--- src/rtl/macro_pkg.sv ---
package macro_pkg;

    typedef enum logic {
        MODE_COMB = 1'b0,
        MODE_REG  = 1'b1
    } cell_mode_e;

    typedef struct packed {
        cell_mode_e mode;
        logic       invert;
    } cell_cfg_t;

    typedef enum logic [1:0] {
        LD_DATA  = 2'd0,
        LD_PRE   = 2'd1,
        LD_SET   = 2'd2,
        LD_CLEAR = 2'd3
    } load_sel_e;

    typedef struct packed {
        logic srst;
        logic set;
        logic pre;
    } load_req_t;

    // Clocked load source by priority (the asynchronous clear sits outside)
    function automatic load_sel_e pick_load(load_req_t req);
        if (req.srst)      return LD_CLEAR;
        else if (req.set)  return LD_SET;
        else if (req.pre)  return LD_PRE;
        else               return LD_DATA;
    endfunction

    function automatic logic apply_pol(logic v, logic inv);
        return v ^ inv;
    endfunction

endpackage

--- src/rtl/mc_load_ctl.sv ---
module mc_load_ctl
    import macro_pkg::*;
(
    input  logic      rst,
    input  logic      set_term,
    input  logic      preload_en,
    output load_sel_e sel
);
    load_req_t req;

    always_comb begin
        req.srst = rst;
        req.set  = set_term;
        req.pre  = preload_en;
        sel      = pick_load(req);
    end
endmodule

--- src/rtl/mc_store.sv ---
module mc_store
    import macro_pkg::*;
(
    input  logic      clk,
    input  logic      areset_term,
    input  load_sel_e sel,
    input  logic      d,
    input  logic      pre_val,
    output logic      q
);
    logic nxt;

    always_comb begin
        unique case (sel)
            LD_CLEAR: nxt = 1'b0;
            LD_SET:   nxt = 1'b1;
            LD_PRE:   nxt = pre_val;
            default:  nxt = d;
        endcase
    end

    always_ff @(posedge clk or posedge areset_term) begin
        if (areset_term) q <= 1'b0;
        else             q <= nxt;
    end
endmodule

--- src/rtl/mc_route.sv ---
module mc_route
    import macro_pkg::*;
(
    input  cell_cfg_t cfg,
    input  logic      d,
    input  logic      q,
    input  logic      oe,
    input  logic      pin_ext,
    output logic      pin_val,
    output logic      pin_en,
    output logic      fb
);
    logic raw;

    always_comb begin
        raw     = (cfg.mode == MODE_REG) ? q : d;
        pin_val = apply_pol(raw, cfg.invert);
        pin_en  = oe;
        if (cfg.mode == MODE_REG) fb = q;
        else if (oe)              fb = pin_val;
        else                      fb = pin_ext;
    end
endmodule

--- src/rtl/mc_bank.sv ---
module mc_bank
    import macro_pkg::*;
#(
    parameter int W = 4
) (
    input  logic         clk,
    input  logic         rst,
    input  logic [W-1:0] sum_in,
    input  logic [W-1:0] oe_term,
    input  logic         set_term,
    input  logic         areset_term,
    input  logic         preload_en,
    input  logic [W-1:0] preload_val,
    input  logic [W-1:0] cfg_registered,
    input  logic [W-1:0] cfg_invert,
    input  logic [W-1:0] pin_in,
    output logic [W-1:0] pin_out,
    output logic [W-1:0] pin_oe,
    output logic [W-1:0] fb_out
);
    load_sel_e sel;

    mc_load_ctl u_ctl (
        .rst        (rst),
        .set_term   (set_term),
        .preload_en (preload_en),
        .sel        (sel)
    );

    for (genvar i = 0; i < W; i++) begin : g_cell
        cell_cfg_t cfg;
        logic      q;

        always_comb begin
            cfg.mode   = cfg_registered[i] ? MODE_REG : MODE_COMB;
            cfg.invert = cfg_invert[i];
        end

        mc_store u_store (
            .clk         (clk),
            .areset_term (areset_term),
            .sel         (sel),
            .d           (sum_in[i]),
            .pre_val     (preload_val[i]),
            .q           (q)
        );

        mc_route u_route (
            .cfg     (cfg),
            .d       (sum_in[i]),
            .q       (q),
            .oe      (oe_term[i]),
            .pin_ext (pin_in[i]),
            .pin_val (pin_out[i]),
            .pin_en  (pin_oe[i]),
            .fb      (fb_out[i])
        );
    end
endmodule

--- config.mk ---
export PLATFORM = sky130hd
export DESIGN_NAME = mc_bank
export DESIGN_NICKNAME = d
export VERILOG_FILES = /design/src/rtl/macro_pkg.sv /design/src/rtl/mc_load_ctl.sv /design/src/rtl/mc_store.sv /design/src/rtl/mc_route.sv /design/src/rtl/mc_bank.sv
export SDC_FILE = /design/constraint.sdc
export NUM_CORES = 1
export LEC_CHECK = 0
export BUFFER_PORTS_ARGS = -buffer_cell sky130_fd_sc_hd__buf_2
export CAP_MARGIN = 40
export CORE_MARGIN = 5
export CORE_UTILIZATION = 36
export CTS_CLUSTER_SIZE = 30
export DETAILED_ROUTE_END_ITERATION = 8
export GPL_ROUTABILITY_DRIVEN = 0
export PLACE_DENSITY = 0.76
export SETUP_SLACK_MARGIN = 0.5
export SLEW_MARGIN = 5
export SYNTH_ARGS = -nofsm -noshare
export SYNTH_HDL_FRONTEND = slang
export SYNTH_SLANG_ARGS = --single-unit
--- constraint.sdc ---
create_clock -name clk -period 1.2 [get_ports clk]
set_input_delay 0.24 -clock clk [delete_from_list [all_inputs] [get_ports clk]]
set_output_delay 0.24 -clock clk [all_outputs]
set_load 0.03 [all_outputs]
**Word level (Yosys, flattened, before mapping)**

Index checks and enable logic that the tools add are counted.

- Logic and storage cells: 34
- Bits in registers: 4
- Bits of input ports: 29
- Output and inout bits: 12

- Multiplexer cells: 23
- Eq/ne operators: 3
- Bitwise operators: 4

Operator list:

| kind | number |
|---|---|
| two-way mux 1 bit | 17 |
| one-hot mux 1 bit (3 select lines) | 4 |
| == test 2 bit (second input constant) | 2 |
| two-way mux 2 bit | 2 |
| bitwise XOR 1 bit | 4 |
| == test 2 x 1 -> 1 bit (second input constant) | 1 |

**Longest topological paths before layout**

- Word-level depth: 5
- Gate-level depth with buffers: 3
- Depth with buffers taken out: 2

**By module**

A second synthesis with hierarchy kept.

- Cells, all modules: 55
- Area total of the unflattened synthesis: 493.0 um^2

Modules (own cells, without submodules):

| module | cells each | area an instance (um^2) | times used | sequential area each (um^2) |
|---|---|---|---|---|
| mc_route | 8 | 66.3 | 4 | 0.0 |
| mc_store | 5 | 52.6 | 4 | 25.0 |
| mc_load_ctl | 3 | 17.5 | 1 | 0.0 |

**Worst setup path before layout**

Ideal clock, no wire load.

- Path type: input port to output port
- Start: input cfg_registered[0]
- End: output fb_out[0]
- Data arrival time: 0.864 ns
- Buffers on the path: 1
- Path slack: 0.096 ns
- Stages: 3
- Data required time: 0.960 ns
- Cells stage by stage: or3b_1 > o211ai_1 > buf_4

- Word-level cells in the longest chain between the ends: 5

Ends and longest elaborated chain:

| element | RTL line | text |
|---|---|---|
| from (decl) | mc_bank.sv:14 | `input logic [W-1:0] cfg_registered,` |
| two-way mux 1 bit (*) | mc_bank.sv:35 | `cfg.mode = cfg_registered[i] ? MODE_REG : MODE_COMB;` |
| two-way mux 1 bit | mc_route.sv:16 | `raw = (cfg.mode == MODE_REG) ? q : d;` |
| bitwise XOR 1 bit | macro_pkg.sv:35 | `return v ^ inv;` |
| two-way mux 1 bit | mc_route.sv:20 | `else if (oe) fb = pin_val;` |
| two-way mux 1 bit (*) | mc_route.sv:19 | `if (cfg.mode == MODE_REG) fb = q;` |
| to (decl) | mc_bank.sv:19 | `output logic [W-1:0] fb_out` |

Mark *: on every way between the ends. The rest lies on a longest branch, timed or not.

**Final worst setup path**

- Start: register g_cell[1].u_store.q
- End: output pin_out[1]

- Word-level cells in the longest chain between the ends: 2

Ends and longest elaborated chain:

| element | RTL line | text |
|---|---|---|
| from (decl) | mc_store.sv:9 | `output logic q` |
| from (signal assigned) | mc_store.sv:24 | `else q <= nxt;` |
| two-way mux 1 bit | mc_route.sv:16 |  |
| bitwise XOR 1 bit | macro_pkg.sv:35 |  |
| to (decl) | mc_bank.sv:17 | `output logic [W-1:0] pin_out,` |

No other way between the ends.

==> summary.txt <==
grt ovf -> 0
Routed wire per std cell -> 12.44 µm
Met2 Routed Length -> 820 µm
Slew HR -> 88.13%
hold endpoint -> g_cell[3].u_store.q$_DFF_PP0_
Filler cells -> 120
port bufs -> 40
hold_sp -> rst
final hold vios -> 0
DRT antenna net count -> 0
Die X -> 46.44 µm
Regs by FF count -> g_cell.u_store.q (4)
pwr/cell area -> 824.0 mW/mm²
Die H -> 46.44 µm
final worst-path cycle share -> 111.8%
largest net degree at the start of global routing -> 5
vias in the first global route -> 561
largest reg by FF count -> g_cell.u_store.q
Max stage delay on crit path -> 370 ps
RSZ-0062 raised after global routing -> true
Mapped Nets -> 84
Critical Setup Path Class -> flop to output port
gr usage total -> 14.46%
dpl cell area -> 646.9 µm²
WP data required -> 960 ps
CP max-delay cell -> dfrtp_1
max cap viols -> 0
Post-Layout Cell Count -> 110
Pins Over Slew Limit -> 0
layout cells sized above 1 -> 56.84%
Antenna Cells -> 0
DRT iter0 DRCs -> 0
hold_ws -> 197.3 ps
Num CTS Buffers -> 3
antenna violations before repair -> 0
Levels on crit path -> 3
worst slew pin tran -> 173.1 ps
CP bufs+invs -> 1
Detailed Route WL -> 1368 µm
synth-to-layout area growth -> 69.63%
CTS max path bufs -> 2
CTS root buf -> clkbuf_4
outcome -> finished, violations left
Via density -> 4.555
pre-CTS setup slack -> -68.02 ps
PnR worst setup slack -> -141.6 ps
CP top delay family -> flip-flops
Setup crit start kind -> flop
H-tree levels -> 1
Avg Inst Size Synth -> 8.690 µm²
row cnt -> 13
Hold Path Cell Cnt -> 2
DRT met1 WL -> 438 µm
DR vias -> 501
Final #Nets -> 126
Worst-path clk slew -> 40 ps
die area -> 0.002156 mm²
FF+latch area -> 100.1 µm²
Met3 Wirelength -> 109 µm
Synth Register Bits -> 4
Static Leak -> 0.0004183 µW
Setup crit end kind -> output port
VDD IR max -> 0.4150 mV
First-pass DRT Iterations -> 1
post-route cell area -> 810.8 µm²
hold crit path type -> input pin to flop
area of the multi-input gates -> 280.3 µm²
synth unique cells -> 11
core area -> 0.001285 mm²
first-pass GRT wire length -> 2187 µm
Synth Instances -> 55
CP Max Fanout -> 2
clock sinks -> 4
Netlist Area Pre-Place -> 478.0 µm²
Data arrival, critical path -> 1100 ps
TritonCTS clock tree -> done
Largest register FFs -> 4
Final min period -> 1342 ps
yosys warns -> 0
num ports -> 41
Starting Density -> 37.20%
sequential area share after synthesis -> 20.94%
DRC viols -> 0
placed insts -> 103
DR top layer -> met3
CP Cell Sequence -> mux2i_1 -> xnor2_1 -> buf_4
setup tns final -> -720.1 ps
Setup-failing EPs final -> 7
Post-DP HPWL -> 1024 µm
FMAX -> 0.7454 GHz
violated checks -> negative setup slack
worst max path at each step:
stage / endpoint / startpoint / slack, ps
floorplan: fb_out[0] / cfg_registered[0] / 110
global placement: fb_out[0] / cfg_registered[0] / -50
detailed placement: fb_out[2] / cfg_registered[2] / -70
CTS: pin_out[2] / g_cell[2].u_store.q$_DFF_PP0_ / -150
global route: pin_out[1] / g_cell[1].u_store.q$_DFF_PP0_ / -220
finish: pin_out[1] / g_cell[1].u_store.q$_DFF_PP0_ / -140
per-layer routing:
layer	vias up	GRT usage [%]
li1	256	-
met1	227	14.02
met2	18	28.30
met3	0	2.734
met4	0	6.818
met5	-	0
cell type report:
type                            count  share of cell area (%)
Clock buffer                        3                   2.778
Sequential cell                     4                   12.35
Timing Repair Buffer               50                   47.07
Tap cell                           15                   2.315
Multi-Input combinational cell     36                   34.57
Inverter                            2                  0.9259
cells in the mapped netlist, drive strengths merged:
library cell  number  area, µm²
clkbuf             1      5.000
nand2b             4      25.02
inv                2      7.510
xnor2              8      70.07
a21oi              4      20.02
dfrtp              4      100.1
mux2i              8      80.08
or3b               4      35.03
nand2              4      15.01
buf               12      90.09
o211ai             4      30.03
cell families (layout without fill, tap and decap cells):
group,after synthesis,after routing,synth area share [%]
buf+inv,15,55,21.47
simple gates,12,12,15.70
flops,4,4,20.94
compound gates,8,8,10.47
xor+xnor,8,8,14.66
mux,8,8,16.75
through the flow:
step	util, %	power (µW)
finish	63.10	668.1
detailed placement	50.34	436.8
global route	63.10	710.6
floorplan	-	375.1
CTS	61.83	668.9
global placement	50.34	431.2
layout by cell type (no fill, tap or decap):
cell type,instances
nand2_2,2
buf_4,13
xnor2_1,8
mux2i_1,8
nand2b_1,4
dlygate4sd3_1,1
o211ai_1,4
clkbuf_4,3
or3b_1,4
buf_6,15
a21oi_1,4
nand2_1,2
inv_1,2
buf_2,21
dfrtp_1,4
what timing repair did:
| item | in CTS | in global routing |
|---|---|---|
| hold buffers | 1 | 0 |
| setup buffers | 2 | 1 |
| pin swaps | 9 | 6 |
| endpoints found under the hold margin | 4 | 0 |
| endpoints found under the setup margin | 12 | 12 |
| cloned | 0 | 0 |
| gates resized for setup | 27 | 2 |
where the power goes:
group | total (µW) | leakage, µW | switching, µW | internal [µW]
Combinational | 348 | 0.000355 | 171 | 177
Sequential | 150 | 0.0000492 | 5.23 | 145
Clock | 169 | 0.0000138 | 57.4 | 112
No activity file was read; power rests on OpenSTA's default activity.
